===== src/rtl/msi_catch_pkg.sv =====
package msi_catch_pkg;

    localparam int unsigned REG_AW      = 12;
    localparam int unsigned DATA_W      = 32;
    localparam int unsigned BANK_BITS   = 32;
    localparam int unsigned BANK_STRIDE = 12;

    localparam logic [REG_AW-1:0] OFS_TGT_LO = 12'h820;
    localparam logic [REG_AW-1:0] OFS_TGT_HI = 12'h824;
    localparam logic [REG_AW-1:0] OFS_BANK0  = 12'h828;

    typedef enum logic [1:0] {
        BREG_ENA  = 2'd0,
        BREG_MSK  = 2'd1,
        BREG_STS  = 2'd2,
        BREG_NONE = 2'd3
    } bank_reg_e;

endpackage


===== src/rtl/msi_vec_decode.sv =====
module msi_vec_decode
    import msi_catch_pkg::*;
#(
    parameter int unsigned NUM_VEC = 64,
    parameter int unsigned VEC_W   = 8
) (
    input  logic               snp_valid,
    input  logic [63:0]        snp_addr,
    input  logic [DATA_W-1:0]  snp_data,
    input  logic [63:0]        target,
    output logic               hit,
    output logic [NUM_VEC-1:0] set_vec
);

    logic [VEC_W-1:0] vec;

    assign hit = snp_valid && (snp_addr == target);
    assign vec = snp_data[VEC_W-1:0];

    for (genvar i = 0; i < NUM_VEC; i++) begin : g_vec
        assign set_vec[i] = hit && (vec == VEC_W'(i));
    end

endmodule


===== src/rtl/msi_bank.sv =====
module msi_bank
    import msi_catch_pkg::*;
(
    input  logic                 clk,
    input  logic                 rst_n,
    input  logic                 wr_en,
    input  bank_reg_e            wr_sel,
    input  logic [DATA_W-1:0]    wr_data,
    input  logic [BANK_BITS-1:0] set_bits,
    output logic [BANK_BITS-1:0] ena,
    output logic [BANK_BITS-1:0] msk,
    output logic [BANK_BITS-1:0] sts,
    output logic                 pend
);

    logic [BANK_BITS-1:0] clr_bits;
    logic [BANK_BITS-1:0] sts_n;

    assign clr_bits = (wr_en && wr_sel == BREG_STS) ? wr_data[BANK_BITS-1:0] : '0;
    assign sts_n    = (sts & ~clr_bits) | set_bits;
    assign pend     = |(sts & ena & ~msk);

    always_ff @(posedge clk) begin
        if (!rst_n) begin
            ena <= '0;
            msk <= '0;
            sts <= '0;
        end else begin
            if (wr_en && wr_sel == BREG_ENA) ena <= wr_data[BANK_BITS-1:0];
            if (wr_en && wr_sel == BREG_MSK) msk <= wr_data[BANK_BITS-1:0];
            sts <= sts_n;
        end
    end


    set_sticks_chk: assert property (@(posedge clk) disable iff (!rst_n)
        (|set_bits) |=> ((sts & $past(set_bits)) == $past(set_bits)));


    clear_takes_chk: assert property (@(posedge clk) disable iff (!rst_n)
        (|(clr_bits & ~set_bits)) |=> ((sts & $past(clr_bits & ~set_bits)) == '0));


    ena_hold_chk: assert property (@(posedge clk) disable iff (!rst_n)
        !(wr_en && wr_sel == BREG_ENA) |=> $stable(ena));

endmodule


===== src/rtl/msi_catcher.sv =====
module msi_catcher
    import msi_catch_pkg::*;
#(
    parameter int unsigned NUM_BANKS = 2,
    parameter int unsigned VEC_W     = 8
) (
    input  logic        clk,
    input  logic        rst_n,
    input  logic        reg_wen,
    input  logic [11:0] reg_addr,
    input  logic [31:0] reg_wdata,
    output logic [31:0] reg_rdata,
    input  logic        snp_valid,
    input  logic [63:0] snp_addr,
    input  logic [31:0] snp_data,
    output logic        snp_absorb,
    output logic        irq_o
);

    localparam int unsigned NUM_VEC = NUM_BANKS * BANK_BITS;

    logic [31:0]                          tgt_lo;
    logic [31:0]                          tgt_hi;
    logic [NUM_VEC-1:0]                   set_vec;
    logic [NUM_BANKS-1:0][BANK_BITS-1:0]  ena_a;
    logic [NUM_BANKS-1:0][BANK_BITS-1:0]  msk_a;
    logic [NUM_BANKS-1:0][BANK_BITS-1:0]  sts_a;
    logic [NUM_BANKS-1:0]                 pend_a;
    bank_reg_e                            bsel [NUM_BANKS];
    logic                                 any_pend;
    logic                                 irq_q;

    msi_vec_decode #(.NUM_VEC(NUM_VEC), .VEC_W(VEC_W)) u_dec (
        .snp_valid (snp_valid),
        .snp_addr  (snp_addr),
        .snp_data  (snp_data),
        .target    ({tgt_hi, tgt_lo}),
        .hit       (snp_absorb),
        .set_vec   (set_vec)
    );

    for (genvar b = 0; b < NUM_BANKS; b++) begin : g_bank
        localparam logic [REG_AW-1:0] BB = OFS_BANK0 + REG_AW'(BANK_STRIDE * b);

        assign bsel[b] = (reg_addr == BB)                 ? BREG_ENA :
                         (reg_addr == BB + REG_AW'(4))    ? BREG_MSK :
                         (reg_addr == BB + REG_AW'(8))    ? BREG_STS : BREG_NONE;

        msi_bank u_bank (
            .clk      (clk),
            .rst_n    (rst_n),
            .wr_en    (reg_wen),
            .wr_sel   (bsel[b]),
            .wr_data  (reg_wdata),
            .set_bits (set_vec[b*BANK_BITS +: BANK_BITS]),
            .ena      (ena_a[b]),
            .msk      (msk_a[b]),
            .sts      (sts_a[b]),
            .pend     (pend_a[b])
        );
    end

    always_ff @(posedge clk) begin
        if (!rst_n) begin
            tgt_lo <= '0;
            tgt_hi <= '0;
        end else if (reg_wen) begin
            if (reg_addr == OFS_TGT_LO) tgt_lo <= reg_wdata;
            if (reg_addr == OFS_TGT_HI) tgt_hi <= reg_wdata;
        end
    end

    always_comb begin
        reg_rdata = '0;
        if (reg_addr == OFS_TGT_LO) reg_rdata = tgt_lo;
        if (reg_addr == OFS_TGT_HI) reg_rdata = tgt_hi;
        for (int b = 0; b < NUM_BANKS; b++) begin
            unique case (bsel[b])
                BREG_ENA:  reg_rdata = ena_a[b];
                BREG_MSK:  reg_rdata = msk_a[b];
                BREG_STS:  reg_rdata = sts_a[b];
                BREG_NONE: ;
            endcase
        end
    end

    assign any_pend = |pend_a;

    always_ff @(posedge clk) begin
        if (!rst_n) irq_q <= 1'b0;
        else        irq_q <= any_pend;
    end

    assign irq_o = irq_q;


    irq_rise_chk: assert property (@(posedge clk) disable iff (!rst_n)
        any_pend |=> irq_o);


    irq_quiet_chk: assert property (@(posedge clk) disable iff (!rst_n)
        !any_pend |=> !irq_o);


    no_wild_set_chk: assert property (@(posedge clk) disable iff (!rst_n)
        (snp_absorb && snp_data[VEC_W-1:0] >= VEC_W'(NUM_VEC)) |-> (set_vec == '0));

endmodule


===== config.mk =====
export PLATFORM = sky130hd
export DESIGN_NAME = msi_catcher
export DESIGN_NICKNAME = d
export VERILOG_FILES = /design/src/rtl/msi_catch_pkg.sv /design/src/rtl/msi_vec_decode.sv /design/src/rtl/msi_bank.sv /design/src/rtl/msi_catcher.sv
export SDC_FILE = /design/constraint.sdc
export NUM_CORES = 1
export LEC_CHECK = 0
export BUFFER_PORTS_ARGS = -buffer_cell sky130_fd_sc_hd__buf_2
export CAP_MARGIN = 15
export CORE_MARGIN = 4
export CORE_UTILIZATION = 40
export DETAILED_ROUTE_END_ITERATION = 7
export PLACE_DENSITY = 0.6
export RECOVER_POWER = 25
export SYNTH_ARGS = -nofsm -noshare
export SYNTH_HDL_FRONTEND = slang
export SYNTH_SLANG_ARGS = --single-unit

===== constraint.sdc =====
create_clock -name clk -period 4.8 [get_ports clk]
set_input_delay 1.44 -clock clk [delete_from_list [all_inputs] [get_ports clk]]
set_output_delay 1.44 -clock clk [all_outputs]
set_load 0.01 [all_outputs]

# ---- Yosys cells after proc, flatten, opt, wreduce, memory -nomap -nowiden
# Cells that the tools add are included.
dict set report totals {
  output_inout_bits 34
  reg_bits 257
  elab_cells 186
}
dict set report op_classes {
  bitwise 12
  eq_ne 76
  reduce_logical 77
  mux 12
}
# op count
set ops {}
lappend ops {{8-bit by 6-bit == test with 1-bit output, second input constant} 32}
lappend ops {{32-bit bitwise AND} 6}
lappend ops {{32-bit one-hot mux with 3 select lines} 2}
lappend ops {{8-bit by 5-bit == test with 1-bit output, second input constant} 16}
lappend ops {{32-bit two-way mux} 4}
lappend ops {{32-bit NOT} 4}
lappend ops {{12-bit == test, second input constant} 8}
lappend ops {{1-bit logical AND} 71}
lappend ops {{64-bit == test} 1}
lappend ops {{8-bit by 4-bit == test with 1-bit output, second input constant} 8}
lappend ops {{32-bit bitwise OR} 2}
lappend ops {{64-bit OR reduction} 1}
lappend ops {{8-bit by 3-bit == test with 1-bit output, second input constant} 4}
lappend ops {{8-bit by 2-bit == test with 1-bit output, second input constant} 2}
lappend ops {{8-bit by 1-bit == test with 1-bit output, second input constant} 1}
lappend ops {{8-bit zero test} 1}
lappend ops {{2-bit two-way mux} 4}
lappend ops {{2-bit by 1-bit == test with 1-bit output, second input constant} 2}
lappend ops {{2-bit == test, second input constant} 2}
lappend ops {{2-bit zero test} 2}
lappend ops {{2-bit AND reduction} 2}
lappend ops {{1-bit two-way mux} 2}

# ---- Longest topological paths before layout
# Gate-level depths: netlist of run 1.
dict set report logic_depth {
  depth_word 10
  depth_mapped 9
  mapped_depth_nobuf 5
}

# ---- Modules after synthesis
# A second synthesis of run 1 with hierarchy kept.
dict set report hier_totals {
  hier_cells 1765
  area_unflattened_um2 14032.2
}
# module instances cells_per_inst area_each_um2
set modules_own_cells {}
lappend modules_own_cells {msi_bank 2 471 3836.2}
lappend modules_own_cells {msi_catcher 1 609 5028.6}
lappend modules_own_cells {msi_vec_decode 1 214 1331.3}

# ---- Worst setup path after synthesis of run 1
# OpenSTA, ideal clock, no wires.
dict set report synth_timing {
  path_type {in2out}
  startpoint {input port reg_addr[9]}
  endpoint {output port reg_rdata[12]}
  cell_stages 7
  t_arrival_ps 3388
  path_slack_ps -28
  n_path_buf 2
  required_time_ps 3360
  path_cell_list {or4b_1 -> buf_2 -> or4_4 -> buf_6 -> nor3_1 -> a2111oi_0 -> a31oi_1}
}
dict set report synth_via {
  elab_chain_cells 7
}
# item line
set synth_lines {}
lappend synth_lines {{start, declared} msi_catcher.sv:10} ;# input logic [11:0] reg_addr,
lappend synth_lines {{12-bit == test} msi_catcher.sv:47} ;# (reg_addr == BB + REG_AW'(8)) ? BREG_STS : BREG_NONE;
lappend synth_lines {{1-bit two-way mux} msi_catcher.sv:47}
lappend synth_lines {{2-bit two-way mux} msi_catcher.sv:46} ;# (reg_addr == BB + REG_AW'(4)) ? BREG_MSK :
lappend synth_lines {{2-bit two-way mux} msi_catcher.sv:45} ;# assign bsel[b] = (reg_addr == BB) ? BREG_ENA :
lappend synth_lines {{2-bit == test (tied with other cells)} msi_catcher.sv:78} ;# unique case (bsel[b])
lappend synth_lines {{32-bit one-hot mux with 3 select lines} msi_catcher.sv:78}
lappend synth_lines {{32-bit one-hot mux with 3 select lines *} msi_catcher.sv:78}
lappend synth_lines {{end, declared} msi_catcher.sv:12} ;# output logic [31:0] reg_rdata,
# Every way passes the cells marked *; elsewhere a longest branch is shown, timed or not.

# ---- Worst setup path after layout of run 1
dict set report layout_timing {
  startpoint {input port reg_addr[8]}
  endpoint {output port reg_rdata[11]}
}
# The elaborated chain is that of the path after synthesis.

==> results of run 1 <==
worst paths after layout:
| check | cells past startpoint | to | slack (ns) | from |
|---|---|---|---|---|
| worst min register to register | 2 | g_bank[0].u_bank.msk[3] | 0.46 | g_bank[0].u_bank.msk[3] |
| worst min-delay path | 2 | g_bank[0].u_bank.msk[3] | 0.46 | g_bank[0].u_bank.msk[3] |
| worst max register to register | 7 | g_bank[1].u_bank.sts[0] | 2.15 | tgt_lo[5] |
| worst max-delay path | 9 | reg_rdata[11] | -0.05 | reg_addr[8] |
state kept, by name (all words and copies together) (netlist names):
signal             flops
irq_o                  1
tgt_lo                32
tgt_hi                32
g_bank.u_bank.ena     64
g_bank.u_bank.msk     64
g_bank.u_bank.sts     64
per-stage QoR:
stage          instances  utilization  TNS (ns)  instance area (um2)  power [mW]
5_1_grt             2425        0.491    -0.497                17400        4.95
4_1_cts             2420        0.483   -0.0384                17200        4.85
3_5_place_dp        2358        0.446     -3.49                15800        2.48
3_3_place_gp        2358        0.446     -3.29                15800        2.48
2_1_floorplan       1806            -         0                14400        2.35
6_report            2426        0.491   -0.0820                17400        4.84
cells by family (layout without fill, tap and decap cells):
kind of cell | after synthesis | after routing | share of synthesized area
simple gates | 791 | 791 | 0.256
compound gates | 496 | 496 | 0.259
flops | 257 | 257 | 0.358
buf+inv | 180 | 338 | 0.0620
xor+xnor | 45 | 45 | 0.0274
mux | 37 | 37 | 0.0368
other cells | 0 | 1 | 0
cells in the mapped netlist (9+ instances only):
master,n
a21boi_0,118
a21boi_1,44
a21boi_2,30
a21o_1,64
a21oi_1,34
a22oi_1,39
buf_2,22
buf_4,33
clkbuf_1,94
dfxtp_1,257
inv_1,18
mux2_2,17
mux2i_1,9
mux4_2,11
nand2_1,532
nand2_2,30
nand2b_1,19
nand3_1,14
nand3b_1,62
nand4_1,24
nor2_1,25
nor2b_1,13
nor3_1,13
nor4_1,15
o21ai_0,44
o31ai_1,48
o41ai_1,16
xnor2_1,35
xor2_1,10
placed cells by master (no fill, tap or decap), drive strengths merged, types with 24 or more instances in the layout:
master	count
a21o	64
dfxtp	257
nand2	562
xnor2	35
buf	261
nand4	24
o31ai	48
a22oi	39
nand3b	62
o21ai	44
a21boi	192
nor2	25
clkbuf	50
a21oi	34
where the power goes:
group	switching (mW)	leakage, nW	internal (mW)	total, mW
registers	0.000186	2.07	2.13	2.13
logic	0.200	3.49	0.119	0.319
clock network	0.957	0.494	1.43	2.39
total	1.16	6.06	3.69	4.84
worst reg2reg max path, cell delays in order, from the launching register on:
cell,delay [ns]
dfxtp_1,0.38
nor2b_1,0.16
a2111o_1,0.43
nor4_1,0.28
buf_4,0.16
nand4_1,0.20
buf_4,0.43
o41ai_1,0.50
metal layers:
layer / share of wire / routed length (um) / global-route usage / up-vias
met5: 0.00028 / 17 / 0 / -
met4: 0.040 / 2440 / 0.100 / 2
met3: 0.099 / 6070 / 0.0524 / 135
met2: 0.44 / 26800 / 0.465 / 792
met1: 0.42 / 25700 / 0.416 / 6955
li1: - / - / - / 6579
final cells by class:
class                   instances  area share
multi-input cells            1369       0.499
flip-flops and latches        257       0.295
repair buffers                268       0.111
clock buffers                  43      0.0487
well taps                     461      0.0331
clock inverters                 9     0.00933
inverters                      18     0.00388
diodes                          1    0.000144
timing repair:
item                       in CTS  in global routing
gates cloned                    3                  2
pin swaps                      11                 18
setup endpoints to repair      29                 31
setup buffers                   8                  4
gates resized for setup        35                 48
==> flow_summary_export.csv, run 1 <==
group,metric,value,unit
min_path,hold_class,"reg2reg",
timing,maxSlewViolCount,264,
placed_design,io_buffers,153,
routing,num_vias,14463,
die,initial_core_util,0.405,
routing,drc,0,
routing,ant_nets,0,
synth,synth_seq_area_share,0.358,
cells_and_area,final_nets,2087,
cells_and_area,multi_input_area,8690,um2
die,die_x,197,um
worst_setup_path,slowest_delay,0.56,ns
synth,ys.flop_type,"dfxtp_1",
cells_and_area,syn_to_final_growth,21.3,%
synth,syn-num-nets,1950,
synth,synth_area_leader_cell,"dfxtp_1",
timing,period_needed,4.85,ns
global_routing,grt_pass1_vias,13753,
die,dieArea,39000,um2
worst_setup_path,cp_top_family,"simple AND/OR/NAND/NOR gates",
synth,synthCells,1806,
routing,postRouteWirelength,61000,um
worst_setup_path,path_cells,"buf_2, or4b_4, buf_6, nor4_4, buf_6, o2bb2ai_2, a2111oi_2, a31oi_1, buf_2",
timing,hold_slack,0.462,ns
timing,worstMarginPinSlew,2.10,ns
timing,timing.final.crit_share,1.01,
run,cap_violations,3,
clocking,cts_buffers,29,
clocking,clock_sinks,257,
worst_setup_path,crit_required,3.36,ns
global_routing,globalRouteTotalUtil,0.297,
placed_design,dpl_worst_slack,-0.325,ns
timing,fin_ws,-0.0458,ns
synth,synth_warnings,0,
placed_design,routabilityCongestion,0.954,
worst_setup_path,crit_arrival,3.41,ns
timing,slew_headroom,-0.403,
timing,skew,0.0146,ns
worst_setup_path,critPathSlowestCell,"or4b_4",
timing,rsz0062_at_grt,"yes",
synth,syn-mean-instance-area,7.95,um2
pwr,leakage,6.06,nW
clocking,clk_path_buf_depth,3,
clocking,clkTransAtPathRegs,0.06,ns
worst_setup_path,crit_type,"in2out",
synth,syn-cell-area,14400,um2
synth,ys_types,66,
pwr,peakVddDrop,273,uV
cells_and_area,drive_gt1_frac,0.234,
routing,vias_per_cell,5.96,
routing,dr.pass1.iters,6,
worst_setup_path,critPathBufInv,4,
clocking,cts_root_buf,"clkbuf_16",
routing,wl_per_cell,25.1,um
run_status,status,"finished with violations",
global_routing,antenna_found_initial,2,
synth,ys_seq_elements,257,
clocking,holdBufCountCts,0,
timing,final_hold_viol_count,0,
global_routing,gr-total-overflow,0,
cells_and_area,fillerInstances,3462,
cells_and_area,seq_area,5140,um2
die,die_h,197,um
global_routing,grt_max_degree,117,
worst_setup_path,cp_max_fo,5,
routing,drtIter0Drc,1661,
die,pin_count,178,
die,core,35500,um2
die,placementRows,69,
synth,yosys-top-cells-area,"dfxtp_1 36%, nand2_1 14%, a21boi_0 6.2%, a21o_1 3.3%, nand3b_1 3.2%",
timing,setup-violations-final,4,
clocking,cts_tree,"built",
run_status,violations,"max-capacitance violations, max-slew violations, negative setup slack",
worst_setup_path,cp-start-kind,"input port",
worst_setup_path,end_kind,"primary output",
synth,synthDominantCellAreaShare,0.358,
pwr,powerDensity,278,nW/um2
synth,async_flop_share,0,
timing,fmax,0.206,GHz
clocking,clock_latency,0.58,ns
synth,synth_enable_flop_cells,0,
placed_design,hpwlAfterDp,43700,um
clocking,cts.htree.levels,1,
global_routing,grt_pass1_wl,88600,um
No activity file was read; power rests on OpenSTA's default activity.
==> inputs of run 2 (changes only) <==
--- a/config.mk
+++ b/config.mk
@@ -10,8 +10,9 @@
 export CORE_MARGIN = 4
 export CORE_UTILIZATION = 40
 export DETAILED_ROUTE_END_ITERATION = 7
-export PLACE_DENSITY = 0.6
+export PLACE_DENSITY = 0.58
 export RECOVER_POWER = 25
 export SYNTH_ARGS = -nofsm -noshare
 export SYNTH_HDL_FRONTEND = slang
+export SYNTH_HIERARCHICAL = 1
 export SYNTH_SLANG_ARGS = --single-unit
==> constraint.sdc (replaced) <==
create_clock -name clk -period 4.9 [get_ports clk]
set_input_delay 1.47 -clock clk [delete_from_list [all_inputs] [get_ports clk]]
set_output_delay 1.47 -clock clk [all_outputs]
set_load 0.01 [all_outputs]
==> flow_summary_export.csv, run 2 <==
group,metric,value,unit
run_status,status,"finished clean",
routing,postRouteWirelength,50800,um
timing,worstMarginPinSlew,1.11,ns
pwr,peakVddDrop,224,uV
cells_and_area,antenna_cells,0,
synth,ys.flop_type,"dfxtp_1",
die,dieArea,38100,um2
cells_and_area,fillerInstances,3446,
synth,synth_seq_area_share,0.367,
die,core,34500,um2
worst_setup_path,reg2reg_depth,10,
synth,synthTopCellsByCount,"472 x nand2_1, 257 x dfxtp_1, 142 x a21boi_1, 79 x o21ai_0, 72 x nor2b_1",
global_routing,grt_max_degree,106,
routing,num_vias,13163,
clocking,clock_latency,0.54,ns
synth,synthDominantCellAreaShare,0.367,
clocking,cts_buffers,28,
worst_setup_path,crit_arrival,3.35,ns
clocking,cts.htree.levels,1,
synth,ys_seq_elements,257,
synth,synth_warnings,6,
global_routing,grt_pass1_wl,76100,um
cells_and_area,mostFrequentLayoutCells,"472 x nand2_1, 257 x dfxtp_1, 149 x buf_2",
placed_design,routabilityCongestion,0.905,
routing,dr.pass1.iters,5,
worst_setup_path,crit_type,"in2out",
timing,slew_headroom,0.261,
routing,drc,0,
cells_and_area,syn_to_final_growth,15.3,%
pwr,finalPower,4.56,mW
worst_setup_path,cp_max_fo,15,
die,initial_core_util,0.406,
die,die_h,195,um
cells_and_area,fin_util,0.468,
timing,timing.final.crit_share,0.985,
clocking,cts_tree,"built",
clocking,cts_resized,1,
min_path,hold_path_depth,2,
pwr,powerDensity,282,nW/um2
pwr,p_int,3.46,mW
synth,synth_enable_flop_cells,0,
placed_design,hpwlAfterDp,37300,um
die,placementRows,68,
min_path,hold_class,"reg2reg",
timing,skew,0.00870,ns
run,cap_violations,0,
pwr,leakage,5.46,nW
pwr,p_sw_frac,0.241,
synth,ys_types,57,
clocking,holdBufCountCts,0,
synth,syn-num-nets,1909,
timing,fmax,0.207,GHz
synth,synthCells,1765,
clocking,postCtsSetupBuffers,0,
routing,drtIter0Drc,1238,
clocking,clock_sinks,257,
cells_and_area,top_regs,"g_bank.u_bank/ena (64), g_bank.u_bank/msk (64), g_bank.u_bank/sts (64)",
synth,syn-cell-area,14000,um2
timing,final_hold_viol_count,0,
cells_and_area,fin_cells,2345,
synth,yosys-top-cells-area,"dfxtp_1 37%, nand2_1 13%, a21boi_1 7.6%, mux2_2 5.1%, nor2b_1 3.2%",
cells_and_area,layout_commonest_cell,"nand2_1",
timing,timing.setup.tns,0,ns
global_routing,antenna_found_initial,2,
pwr,p_seq_frac,0.458,
worst_setup_path,crit_required,3.43,ns
clocking,clkTransAtPathRegs,0.06,ns
timing,rsz0062_at_grt,"no",
global_routing,globalRouteTotalUtil,0.255,
synth,synth.most_common_cell,"nand2_1",
routing,wl_per_cell,21.7,um
die,die_x,195,um
cells_and_area,final_nets,2012,
global_routing,grt_pass1_vias,12167,
cells_and_area,drive_gt1_frac,0.196,
timing,period_needed,4.82,ns
routing,vias_per_cell,5.61,
pwr,comb_power_share,0.076,
clocking,clk_path_buf_depth,3,
timing,setup-violations-final,0,
placed_design,placed_cells,2293,
clocking,cts_root_buf,"clkbuf_16",
die,pin_count,178,
global_routing,gr-total-overflow,0,
synth,syn-mean-instance-area,7.95,um2
synth,synth_area_leader_cell,"dfxtp_1",
worst_setup_path,end_kind,"primary output",
routing,ant_nets,0,
worst_setup_path,cp-start-kind,"input port",
placed_design,io_buffers,153,
synth,async_flop_share,0,
pwr,p_clk_frac,0.466,
timing,maxSlewViolCount,0,
pwr,net-switching-power,1.10,mW
run 2: cell types whose count changed after synthesis, moves of 48 or more:
cell / change
a21boi_0: -100
a21boi_1: +98
a21o_1: -64
nand2_1: -60
nor2b_1: +59
nor3_1: +52
o31ai_1: -48
run 2: final timing paths:
check	slack (ns)	endpoint	start
worst min-delay path	0.46	g_bank[0].u_bank/ena[4]	g_bank[0].u_bank/ena[4]
worst min register to register	0.46	g_bank[0].u_bank/ena[4]	g_bank[0].u_bank/ena[4]
worst max register to register	2.25	g_bank[1].u_bank/sts[1]	tgt_lo[24]
worst max-delay path	0.08	reg_rdata[20]	reg_addr[9]
run 2: cell families after synthesis:
| family | count (synthesis) | share of synthesized area |
|---|---|---|
| flip-flops | 257 | 0.367 |
| multiplexers | 64 | 0.0513 |
| buffers and inverters | 152 | 0.0524 |
| AND/OR/NAND/NOR | 818 | 0.280 |
| XOR/XNOR | 48 | 0.0300 |
| AO/OA/AOI/OAI | 426 | 0.220 |
run 2: power groups by stage:
stage | Clock, mW | Combinational (mW) | Sequential (mW)
2_1_floorplan | 0 | 0.163 | 2.14
3_3_place_gp | 0 | 0.337 | 2.14
3_5_place_dp | 0 | 0.340 | 2.14
4_1_cts | 2.16 | 0.341 | 2.09
5_1_grt | 2.25 | 0.367 | 2.09
6_report | 2.12 | 0.347 | 2.09
run 2: per-stage QoR:
stage | hold slack, ns | instance area, um2 | setup slack (ns)
after floorplan | 0.439 | 14000 | 0.704
after detailed placement | 0.456 | 15300 | 0.00361
after CTS | 0.466 | 16200 | 0.0689
after global routing | 0.481 | 16200 | 0.00988
final | 0.465 | 16200 | 0.0752
after global placement | 0.446 | 15300 | 0.0295
run 2: routing by layer:
metal,track usage,up-vias,part of all wire
met1,0.376,6214,0.45
met2,0.385,533,0.43
li1,-,6334,-
met5,0,-,0.00028
met3,0.0330,78,0.076
met4,0.0864,4,0.038
run 2: final cells by class:
class	count	area (um2)	share of cell area
inverters	15	56.3	0.00348
well taps	455	569	0.0352
multi-input cells	1356	8160	0.504
clock inverters	12	114	0.00704
clock buffers	40	807	0.0499
repair buffers	210	1330	0.0820
flip-flops and latches	257	5140	0.318
run 2: worst max-delay path, stage by stage:
cell	delay [ns]
clkbuf_1	0.10
nor4b_4	0.47
and3_2	0.39
nand2_4	0.13
buf_12	0.18
o32ai_2	0.39
buf_2	0.20
